--- src/rtl/sdlc_tx_framer.sv ---
module sdlc_tx_framer #(
  parameter int BYTE_W = 8,
  parameter int FCS_W = 16,
  parameter int RUN_MAX = 5,
  parameter int LAT = 5,
  parameter logic [FCS_W-1:0] POLY = 16'h8408
) (
  input  logic              clk,
  input  logic              rst_n,
  input  logic              bit_en,
  input  logic              tx_enable,
  input  logic              mark_idle,
  input  logic              auto_flag,
  input  logic              crc_preset_ones,
  input  logic              crc_reset_cmd,
  input  logic [BYTE_W-1:0] flag_char,
  input  logic              wr_valid,
  input  logic [BYTE_W-1:0] wr_data,
  input  logic              int_enable,
  output logic              buf_empty,
  output logic              tx_irq,
  output logic              txd
);
  localparam int CW = $clog2(FCS_W + 1);
  localparam int OW = $clog2(RUN_MAX + 1);

  typedef enum logic [2:0] {U_OFF, U_MARK, U_FLAG, U_DATA, U_FCS} unit_e;

  unit_e             cur, nxt;
  logic [FCS_W-1:0]  sh, crc, crc_step, crc_nx, preset;
  logic [CW-1:0]     cnt;
  logic [OW-1:0]     ones_c;
  logic              closing, buf_full, be_nx;
  logic [BYTE_W-1:0] buf_q;
  logic [LAT-1:0]    dly;
  logic              tick, stall, last, adv, stuffable, out_bit, auto_pre;

  assign tick      = bit_en && tx_enable;
  assign stall     = ones_c == OW'(RUN_MAX);
  assign last      = (cur == U_OFF) || (cnt == CW'(1));
  assign adv       = tick && !stall && last;
  assign stuffable = (cur == U_DATA) || (cur == U_FCS);
  assign out_bit   = !stall && ((cur == U_OFF) || sh[0]);
  assign preset    = crc_preset_ones ? '1 : '0;
  assign crc_step  = (crc >> 1) ^ ((crc[0] ^ sh[0]) ? POLY : '0);
  assign crc_nx    = (tick && !stall && cur == U_DATA) ? crc_step : crc;
  assign auto_pre  = adv && cur == U_MARK && buf_full && auto_flag;
  assign txd       = dly[LAT-1] | ~tx_enable;

  always_comb begin
    unique case (cur)
      U_DATA:  nxt = buf_full ? U_DATA : U_FCS;
      U_FCS:   nxt = U_FLAG;
      U_MARK:  nxt = buf_full ? (auto_flag ? U_FLAG : U_DATA)
                              : (mark_idle ? U_MARK : U_FLAG);
      U_FLAG:  nxt = buf_full ? U_DATA : ((mark_idle && closing) ? U_MARK : U_FLAG);
      default: nxt = mark_idle ? U_MARK : U_FLAG;
    endcase
  end

  always_comb begin
    if (wr_valid)                   be_nx = 1'b0;
    else if (adv && nxt == U_DATA)  be_nx = 1'b1;
    else if (adv && nxt == U_FCS)   be_nx = 1'b0;
    else if (adv && cur == U_FCS)   be_nx = 1'b1;
    else                            be_nx = buf_empty;
  end

  always_ff @(posedge clk) begin
    if (!rst_n) begin
      cur       <= U_OFF;
      sh        <= '0;
      cnt       <= '0;
      ones_c    <= '0;
      closing   <= 1'b0;
      crc       <= '1;
      buf_full  <= 1'b0;
      buf_q     <= '0;
      buf_empty <= 1'b1;
      tx_irq    <= 1'b0;
      dly       <= '1;
    end else begin
      buf_empty <= be_nx;
      tx_irq    <= int_enable && be_nx && !buf_empty;

      if (wr_valid) begin
        buf_full <= 1'b1;
        buf_q    <= wr_data;
      end else if (adv && nxt == U_DATA) begin
        buf_full <= 1'b0;
      end

      if (crc_reset_cmd || auto_pre) crc <= preset;
      else                           crc <= crc_nx;

      if (!tx_enable) begin
        cur     <= U_OFF;
        cnt     <= '0;
        ones_c  <= '0;
        closing <= 1'b0;
        dly     <= '1;
      end else if (tick) begin
        dly <= {dly[LAT-2:0], out_bit};
        if (stall)                   ones_c <= '0;
        else if (stuffable && sh[0]) ones_c <= ones_c + OW'(1);
        else                         ones_c <= '0;

        if (adv) begin
          cur     <= nxt;
          cnt     <= (nxt == U_FCS) ? CW'(FCS_W) : CW'(BYTE_W);
          closing <= (cur == U_FCS);
          unique case (nxt)
            U_FLAG:  sh <= FCS_W'(flag_char);
            U_DATA:  sh <= FCS_W'(buf_q);
            U_FCS:   sh <= ~crc_nx;
            default: sh <= '1;
          endcase
        end else if (!stall) begin
          sh  <= sh >> 1;
          cnt <= cnt - CW'(1);
        end
      end
    end
  end
endmodule


--- config.mk ---
export PLATFORM = sky130hd
export DESIGN_NAME = sdlc_tx_framer
export DESIGN_NICKNAME = d
export VERILOG_FILES = /design/src/rtl/sdlc_tx_framer.sv
export SDC_FILE = /design/constraint.sdc
export NUM_CORES = 1
export LEC_CHECK = 0
export BUFFER_PORTS_ARGS = -buffer_cell sky130_fd_sc_hd__buf_2
export CAP_MARGIN = 20
export CORE_MARGIN = 2
export CORE_UTILIZATION = 31
export CTS_CLUSTER_DIAMETER = 80
export DETAILED_ROUTE_END_ITERATION = 8
export SLEW_MARGIN = 20
export SYNTH_ARGS = -nofsm -noshare
export SYNTH_HDL_FRONTEND = slang
export SYNTH_SLANG_ARGS = --single-unit
export TNS_END_PERCENT = 10
--- constraint.sdc ---
create_clock -name clk -period 1.9 [get_ports clk]
set_clock_uncertainty 0.15 [all_clocks]
set_input_delay 0.19 -clock clk [delete_from_list [all_inputs] [get_ports clk]]
set_output_delay 0.19 -clock clk [all_outputs]
set_load 0.01 [all_outputs]
==> results_dict.tcl, run 1 <==
set metrics [dict create \
    status "complete, but fails checks" \
    failed_checks "negative setup slack" \
    vias 2834 \
    synth_cell_types 56 \
    netSwitchingFraction 0.260 \
    start_kind "flop" \
    coreArea_um2 9730 \
    grt_pass1_vias 2782 \
    hp-class "in2reg" \
    min_period_over_period 1.00 \
    drt-initial-drc-count 113 \
    busiest_layer "met2" \
    seq_area_frac_synth 0.388 \
    synth_edf_count 0 \
    clk_latency_ns 0.34 \
    synth_area_leaders "dfxtp_1, mux2i_1, nand2_1, nor2_1, o21ai_0" \
    pwr_density_cell_nw_per_um2 739 \
    nets 473 \
    layout_commonest_cell "dfxtp_1" \
    fin_cells 581 \
    drc 0 \
    yosys.area.top_type "dfxtp_1" \
    maxCapViolCount 0 \
    worstPathArrival_ns 2.00 \
    die_h_um 104 \
    holdPathStages 3 \
    die_x_um 104 \
    rsz0062_at_grt "true" \
    finalSetupViolCount 1 \
    p_total_mw 3.08 \
    cts_tree "yes" \
    areaGrowthSynthToFinish_pct 34.5 \
    required_ns 2.00 \
    r2r_start "cur[1]$_SDFFE_PN0P_" \
    slew_violations 0 \
    utilization 0.428 \
    grtUsageMet2 0.232 \
    min_period_ns 1.90 \
    reg2reg_to "tx_irq$_SDFF_PN0_" \
    grt_max_degree 28 \
    fmaxAchievable_ghz 0.525 \
    hold_violations 0 \
    fill_cells 979 \
    dieArea_um2 10800 \
    cp_max_fo 5 \
    mostFrequentLayoutCells "dfxtp_1, nand2_1, buf_4" \
    vdd.ir_drop.worst_uv 414 \
    clock_power_share 0.419 \
    initial_utilization 0.318 \
    min_to "buf_full$_SDFFE_PN0P_" \
    ys_seq_elements 60 \
    grt.total_usage 0.149 \
    rows 36 \
    seqPwrFrac 0.443 \
    cts.sinks 60 \
    cts-root-buf "clkbuf_8" \
    r2r_slack_ns -0.004 \
    dp_slack_ns -0.0558 \
    drtAntennaViolNets 0 \
    power.internal_mw 2.28 \
    p_switching_uw 801 \
    worstRegToRegCells 7 \
    layout-drive-gt1-share 0.301 \
    hold_start "wr_valid" \
    drt_wl_total_um 7990 \
    cts_made_buffers 9 \
    use_met3 0.0464 \
    synth.top_cell.area_share 0.388 \
    dpl.cell_count 547 \
    antenna_found_initial 0 \
    setup_tns_ns -0.00352 \
    fin_ws_ns -0.00352 \
    cts.htree.levels 3 \
    comb_power_share 0.139 \
    port_buffers 28 \
    synthCells 370 \
    clockBufferDepth 2 \
    p_leak_nw 1.75 \
    synth_fp_nets 400 \
    synth-main-ff-cell "dfxtp_1" \
    worstMarginPinSlew_ns 0.532 \
    slew_headroom 0.645 \
    path_clk_slew_ns 0.07 \
    crit_type "reg2reg" \
    synth_area_per_cell_um2 8.37 \
    synth_area_um2 3100 \
    synthArstFlopShare 0 \
    met1_usage 0.197 \
    wl_per_cell_um 13.8 \
    dp_hpwl_um 5650 \
    ys_warn_count 0 \
    firstDrtPassIters 4 \
    via_per_inst 4.88 \
    place_congestion 0.834 \
    grt_first_pass_wirelength_um 13200 \
    pin_count 29 \
    insertedDiodeCount 0 \
    critPathCaptureType "flop" \
    grt.overflow.total 0 \
]
## kinds of logic (layout without fill, tap and decap cells)
kind of cell    after synthesis  count (layout)  share of synthesized area
compound gates               73              73                      0.157
xor+xnor                      5               5                     0.0141
fa+ha+maj                     4               4                     0.0162
buf+inv                      38             116                     0.0606
flops                        60              60                      0.388
mux                          30              30                     0.0973
simple gates                160             160                      0.267
## state kept, by name, summed over array words and instances (netlist names), 3 cells and up
register and cells:
cur 3, ones_c 3, dly 5, sh 16
cnt 5, buf_q 8, crc 16
## layer usage
metal	wire, um	vias up
li1	-	1431
met1	3770	1323
met2	3670	62
met3	369	18
met4	182	0
met5	0	-
## metrics by stage
stage / instance area, um^2 / hold slack [ns]
after floorplan: 3100 / 0.159
after global placement: 3610 / 0.268
after detailed placement: 3610 / 0.275
after CTS: 3940 / 0.0756
after global routing: 4170 / 0.105
final: 4170 / 0.0920
## worst max path at each step
stage,slack [ns],startpoint,to,cells after the start
after detailed placement,-0.06,ones_c[1]$_SDFFE_PN0N_,sh[7]$_SDFFE_PN0P_,8
after global placement,-0.001,ones_c[1]$_SDFFE_PN0N_,sh[7]$_SDFFE_PN0P_,8
after floorplan,0.06,cnt[0]$_SDFFE_PN0P_,sh[0]$_SDFFE_PN0P_,6
final,-0.004,cur[1]$_SDFFE_PN0P_,tx_irq$_SDFF_PN0_,7
after global routing,-0.1,cur[1]$_SDFFE_PN0P_,tx_irq$_SDFF_PN0_,7
after CTS,-0.007,cnt[1]$_SDFFE_PN0P_,sh[12]$_SDFFE_PN0P_,7
## power groups by stage
stage	registers (mW)	clock network (mW)	logic [mW]
global placement	1.39	0	0.352
finish	1.36	1.29	0.426
detailed placement	1.39	0	0.358
floorplan	1.38	0	0.232
CTS	1.36	1.32	0.376
global route	1.37	1.39	0.469
## Yosys cell counts, drive strengths merged, types with 8 or more instances
master,number
inv,14
clkbuf,9
buf,15
dfxtp,60
mux2i,29
and3,11
nor3,11
nand2b,8
o21ai,28
nand2,57
a21oi,12
nor2,40
## area by class of cell
| cell class | count | area (um^2) | area share |
|---|---|---|---|
| Clock buffer | 9 | 124 | 0.0297 |
| Clock inverter | 7 | 98.8 | 0.0237 |
| Inverter | 14 | 52.6 | 0.0126 |
| Multi-Input combinational cell | 272 | 1830 | 0.438 |
| Sequential cell | 60 | 1210 | 0.291 |
| Tap cell | 133 | 166 | 0.0400 |
| Timing Repair Buffer | 86 | 687 | 0.165 |
## timing repair
| action | in CTS | in global routing |
|---|---|---|
| gates resized for setup | 3 | 43 |
| hold buffers | 10 | 0 |
| endpoints found under the setup margin | 4 | 43 |
| pin swaps | 1 | 13 |
| buffers inserted | 0 | 6 |
| cloned | 0 | 2 |
| hold endpoints to repair | 10 | 0 |
## worst max-delay path, stage by stage (launching register included)
cell	delay [ns]
dfxtp_4	0.36
buf_6	0.12
nand4bb_1	0.20
a31oi_2	0.21
a31oi_4	0.08
buf_12	0.15
o31a_1	0.31
nor4_2	0.23
Power figures use the tool's default switching activity.
==> run 2, diff against run 1 <==
--- a/config.mk
+++ b/config.mk
@@ -5,6 +5,7 @@
 export SDC_FILE = /design/constraint.sdc
 export NUM_CORES = 1
 export LEC_CHECK = 0
+export ABC_AREA = 1
 export BUFFER_PORTS_ARGS = -buffer_cell sky130_fd_sc_hd__buf_2
 export CAP_MARGIN = 20
 export CORE_MARGIN = 2
==> results_dict.tcl, run 2 <==
set metrics [dict create \
    status "finished clean" \
    cts.htree.levels 3 \
    finalSetupViolCount 0 \
    slew_headroom 0.655 \
    reg_top3 "crc: 16 flops, sh: 16 flops, buf_q: 8 flops" \
    wl_per_cell_um 12.1 \
    cts_setup_buffers 0 \
    fin_ws_ns 0.106 \
    seq_area_frac_synth 0.390 \
    synth.top_cell.area_share 0.390 \
    rows 36 \
    synth_cell_types 36 \
    comb_power_share 0.121 \
    synth_area_um2 3080 \
    cts-root-buf "clkbuf_8" \
    nets 532 \
    grt_pass1_vias 2831 \
    firstDrtPassIters 4 \
    dieArea_um2 10800 \
    vias 3028 \
    hp-class "in2reg" \
    drt-initial-drc-count 196 \
    via_per_inst 4.74 \
    drt_wl_total_um 7720 \
    grt.total_usage 0.154 \
    startpoint "cur[2]$_SDFFE_PN0P_" \
    pin_count 29 \
    fmaxAchievable_ghz 0.557 \
    synth_edf_count 0 \
    power.internal_mw 2.48 \
    synth_area_per_cell_um2 6.85 \
    worstPathArrival_ns 1.89 \
    drc 0 \
    yosys.area.top_type "dfxtp_1" \
    p_leak_nw 1.74 \
    crit_slowest_cell "dfxtp_2" \
    netSwitchingFraction 0.236 \
    drtAntennaViolNets 0 \
    clk_latency_ns 0.34 \
    pwr_density_cell_nw_per_um2 833 \
    worstMarginPinSlew_ns 0.518 \
    grt_first_pass_wirelength_um 13300 \
    required_ns 1.99 \
    synth_fp_nets 480 \
    critPathCaptureType "flop" \
    hold_start "wr_valid" \
    areaGrowthSynthToFinish_pct 26.6 \
    crit_path_max_incr_delay_ns 0.39 \
    maxCapViolCount 0 \
    rsz0062_at_grt "true" \
    min_period_ns 1.79 \
    vdd.ir_drop.worst_uv 346 \
    cts_made_buffers 9 \
    cp_max_fo 10 \
    slew_violations 0 \
    port_buffers 28 \
    synth-main-ff-cell "dfxtp_1" \
    crit_type "reg2reg" \
    clock_power_share 0.459 \
    ys_top_cells_by_count "nand2_1, dfxtp_1, nand3_1" \
    initial_utilization 0.317 \
    path_delay_family "simple AND/OR/NAND/NOR gates" \
    layout-drive-gt1-share 0.202 \
    yosysMostFrequentCell "nand2_1" \
    ys_warn_count 0 \
    p_switching_uw 768 \
    hold_violations 0 \
    clockBufferDepth 2 \
    dp_hpwl_um 5550 \
    grt_max_degree 32 \
    synthArstFlopShare 0 \
    path_clk_slew_ns 0.07 \
    ys_seq_elements 60 \
    synthCells 450 \
    r2r_slack_ns 0.11 \
    min_period_over_period 0.944 \
    place_congestion 0.843 \
    synth_area_leaders "dfxtp_1, nand2_1, nand3_1, o21ai_0, nor2_1" \
    layout_commonest_cell "nand2_1" \
    dp_slack_ns -0.0377 \
    grt.overflow.total 0 \
    die_x_um 104 \
    antenna_found_initial 0 \
    r2r_start "cur[2]$_SDFFE_PN0P_" \
    start_kind "flop" \
    mostFrequentLayoutCells "nand2_1, dfxtp_1, nand3_1" \
    die_h_um 104 \
    cts.sinks 60 \
    cp_num_buf_inv 3 \
    coreArea_um2 9730 \
    seqPwrFrac 0.420 \
    p_total_mw 3.25 \
    cts_tree "yes" \
    insertedDiodeCount 0 \
    path_cells "inv_2 > o21ai_2 > nand3_1 > nand3_4 > buf_4 > a21oi_1 > o21ai_1 > inv_1" \
]
run 2: cell count changes after synthesis, moves of 7 or more:
cell / before / now
nand2_1: 56 / 125
nand3_1: 6 / 54
mux2i_1: 29 / 0
inv_1: 13 / 29
and3_1: 11 / 0
a21oi_1: 11 / 21
o21ai_1: 1 / 11
inv_2: 1 / 9
nand2b_1: 8 / 0
nand4_1: 0 / 8
nor3_1: 9 / 2
o21bai_1: 1 / 8
o31a_1: 7 / 0
run 2: power groups by stage:
stage	Sequential, mW	Combinational, mW	Clock (mW)
global route	1.37	0.450	1.58
finish	1.37	0.393	1.49
detailed placement	1.39	0.368	0
global placement	1.39	0.363	0
floorplan	1.38	0.254	0
CTS	1.37	0.384	1.53
run 2: worst reg2reg max path: stages, from the launching register on:
cell and delay, ns:
dfxtp_2 0.39, inv_2 0.09, o21ai_2 0.24, nand3_1 0.22, nand3_4 0.22, buf_4 0.16
a21oi_1 0.07, o21ai_1 0.11, inv_1 0.04
run 2: path summary, 6_finish.rpt:
kind,endpoint,depth (start not counted)
setup / recovery,sh[12]$_SDFFE_PN0P_,8
hold / removal,buf_q[7]$_SDFFE_PN0P_,3
setup reg to reg,sh[12]$_SDFFE_PN0P_,8
hold reg to reg,cnt[1]$_SDFFE_PN0P_,2
run 2: layer usage:
metal	part of all wire	vias up	wire (um)	global-route usage
li1	-	1590	-	-
met1	0.47	1369	3600	0.192
met2	0.47	63	3660	0.254
met3	0.046	6	352	0.0466
met4	0.014	0	108	0.0502
met5	0	-	0	0
run 2: logic make-up after synthesis:
group	after synthesis	share of synthesized area
AO/OA/AOI/OAI	85	0.157
buffers and inverters	60	0.0837
flip-flops	60	0.390
adder cells (fa/ha/maj)	4	0.0162
AND/OR/NAND/NOR	240	0.350
XOR/XNOR	1	0.00284
run 2: final cells by class:
type | instances | area (um^2)
flip-flops and latches | 60 | 1210
fillers | 1067 | 5830
multi-input cells | 330 | 1680
well taps | 133 | 166
repair buffers | 60 | 435
clock inverters | 5 | 125
clock buffers | 10 | 128
inverters | 41 | 156
run 2: what timing repair did:
action                     4_1_cts  5_1_grt
pin swaps                        0        4
setup endpoints to repair        8       28
hold buffers                     9        0
resized for setup                1       24
hold endpoints to repair         9        0
run 2: through the flow:
stage / std cells / cell area [um^2] / TNS (ns) / hold WS, ns / util
floorplan: 450 / 3080 / 0 / 0.166 / -
global placement: 615 / 3480 / 0 / 0.268 / 0.358
detailed placement: 615 / 3480 / -0.0884 / 0.270 / 0.358
CTS: 639 / 3830 / 0 / 0.0371 / 0.393
global route: 639 / 3900 / -0.111 / 0.0654 / 0.401
finish: 639 / 3900 / 0 / 0.0464 / 0.401
==> run 3, diff against run 2 <==
--- a/config.mk
+++ b/config.mk
@@ -9,10 +9,9 @@
 export BUFFER_PORTS_ARGS = -buffer_cell sky130_fd_sc_hd__buf_2
 export CAP_MARGIN = 20
 export CORE_MARGIN = 2
-export CORE_UTILIZATION = 31
+export CORE_UTILIZATION = 30
 export CTS_CLUSTER_DIAMETER = 80
 export DETAILED_ROUTE_END_ITERATION = 8
-export SLEW_MARGIN = 20
 export SYNTH_ARGS = -nofsm -noshare
 export SYNTH_HDL_FRONTEND = slang
 export SYNTH_SLANG_ARGS = --single-unit
==> results_dict.tcl, run 3 (same netlist as run 2, synthesis figures left out) <==
set metrics [dict create \
    status "finished clean" \
    rows 36 \
    vdd.ir_drop.worst_uv 313 \
    nets 530 \
    crit_type "reg2reg" \
    wl_per_cell_um 12.9 \
    path_clk_slew_ns 0.07 \
    grt_first_pass_wirelength_um 13200 \
    hold_violations 0 \
    finish.instance_area_um2 3820 \
    fmaxAchievable_ghz 0.547 \
    hold_start "bit_en" \
    finalSetupViolCount 0 \
    drt-initial-drc-count 176 \
    drt_wl_total_um 8180 \
    mostFrequentLayoutCells "nand2_1, dfxtp_1, nand3_1" \
    cts.sinks 60 \
    pwr_density_cell_nw_per_um2 696 \
    cts_tree "yes" \
    required_ns 1.95 \
    worstPathArrival_ns 1.88 \
    crit_slowest_cell "dfxtp_2" \
    firstDrtPassIters 5 \
    antenna_found_initial 0 \
    slew_violations 0 \
    cts-root-buf "clkbuf_8" \
    vias 3075 \
    grt_pass1_vias 2804 \
    layout_commonest_cell "nand2_1" \
    pin_count 29 \
    rsz0062_at_grt "true" \
    fin_hold_ws_ns 0.0260 \
    min_period_ns 1.83 \
    min_to "ones_c[2]$_SDFFE_PN0N_" \
    r2r_start "ones_c[1]$_SDFFE_PN0N_" \
    critPathCaptureType "flop" \
    clockBufferDepth 2 \
    dp_hpwl_um 5920 \
    areaGrowthSynthToFinish_pct 23.9 \
    drtAntennaViolNets 0 \
    coreArea_um2 9860 \
    cts_made_buffers 9 \
    grt.overflow.total 0 \
    worstRegToRegCells 11 \
    utilization 0.387 \
    maxCapViolCount 0 \
    worstMarginPinSlew_ns 0.449 \
    reg2reg_to "sh[7]$_SDFFE_PN0P_" \
    port_buffers 28 \
    reg_top3 "crc: 16 flops, sh: 16 flops, buf_q: 8 flops" \
    insertedDiodeCount 0 \
    via_per_inst 4.84 \
    dieArea_um2 11100 \
    holdPathStages 2 \
    min_period_over_period 0.962 \
    p_leak_nw 1.68 \
    place_congestion 0.861 \
    hp-class "in2reg" \
    r2r_slack_ns 0.07 \
    cp_num_buf_inv 2 \
    crit_path_max_incr_delay_ns 0.33 \
    cp_max_fo 7 \
    place_area_um2 3460 \
    clk_latency_ns 0.34 \
    slew_headroom 0.700 \
    path_delay_family "simple AND/OR/NAND/NOR gates" \
    layout-drive-gt1-share 0.207 \
    die_x_um 105 \
    start_kind "flop" \
    grt.total_usage 0.147 \
    path_common_cell "nand3_1" \
    path_cells "inv_1 > ha_1 > nand2_2 > nand3_4 > nor2_4 > clkbuf_16 > nand2_1 > nand3_1 > nand3_1 > o21bai_1 > a21oi_1" \
    initial_utilization 0.312 \
    cts.htree.levels 3 \
    grt_max_degree 22 \
    die_h_um 105 \
    drc 0 \
]
==> run 3: cell count changes in the layout (fill, tap and decap cells not counted), moves of 2 or more <==
cell       before  now
bufinv_16       4    0
buf_4          19   16
clkinv_2        1    4
nand3_1        53   51
nand3_2         3    5
o21ai_1        12   10
==> run 3: layer usage <==
layer	vias up	global-route usage	routed length, um
li1	1587	-	-
met1	1427	0.198	3860
met2	52	0.240	3990
met3	9	0.0247	222
met4	0	0.0476	109
met5	-	0	0
==> run 3: worst reg2reg max path, cell delays in order (launching register included) <==
cell       delay [ns]
dfxtp_2          0.33
inv_1            0.04
ha_1             0.17
nand2_2          0.08
nand3_4          0.09
nor2_4           0.17
clkbuf_16        0.17
nand2_1          0.07
nand3_1          0.11
nand3_1          0.09
o21bai_1         0.15
a21oi_1          0.07
==> run 3: what timing repair did <==
item                                    4_1_cts  5_1_grt
setup buffers                                 0        2
endpoints found under the setup margin        0       36
hold buffers                                  9        0
resized for setup                             0       27
endpoints found under the hold margin         9        0
==> run 3: worst max path at each step <==
stage	startpoint	to	slack (ns)	cells after the start
CTS	cur[2]$_SDFFE_PN0P_	sh[6]$_SDFFE_PN0P_	0.04	11
global placement	ones_c[1]$_SDFFE_PN0N_	ones_c[2]$_SDFFE_PN0N_	0.07	9
finish	ones_c[1]$_SDFFE_PN0N_	sh[7]$_SDFFE_PN0P_	0.07	11
floorplan	ones_c[0]$_SDFFE_PN0N_	sh[2]$_SDFFE_PN0P_	0.17	11
detailed placement	cur[2]$_SDFFE_PN0P_	sh[6]$_SDFFE_PN0P_	0.05	11
global route	ones_c[1]$_SDFFE_PN0N_	sh[4]$_SDFFE_PN0P_	-0.02	11
==> run 3: where the power goes <==
part           internal, mW  switching (mW)  leakage, nW
clock                 0.440           0.464       0.0803
combinational         0.152           0.233         1.11
sequential             1.33          0.0411        0.497
==> run 3: cell type report <==
type | instances | area, um^2
inverters | 41 | 156
well taps | 133 | 166
flip-flops and latches | 60 | 1210
clock buffers | 9 | 124
clock inverters | 4 | 20.0
fillers | 1046 | 6050
repair buffers | 58 | 447
multi-input cells | 330 | 1690
==> run 3: per-stage QoR <==
step	power, mW	std cells	worst slack, ns	TNS (ns)
after floorplan	1.64	450	0.169	0
after CTS	2.66	632	0.0435	0
after detailed placement	1.75	610	0.0541	0
after global placement	1.75	610	0.0696	0
after global routing	2.81	635	-0.0177	-0.0532
final	2.66	635	0.0715	0
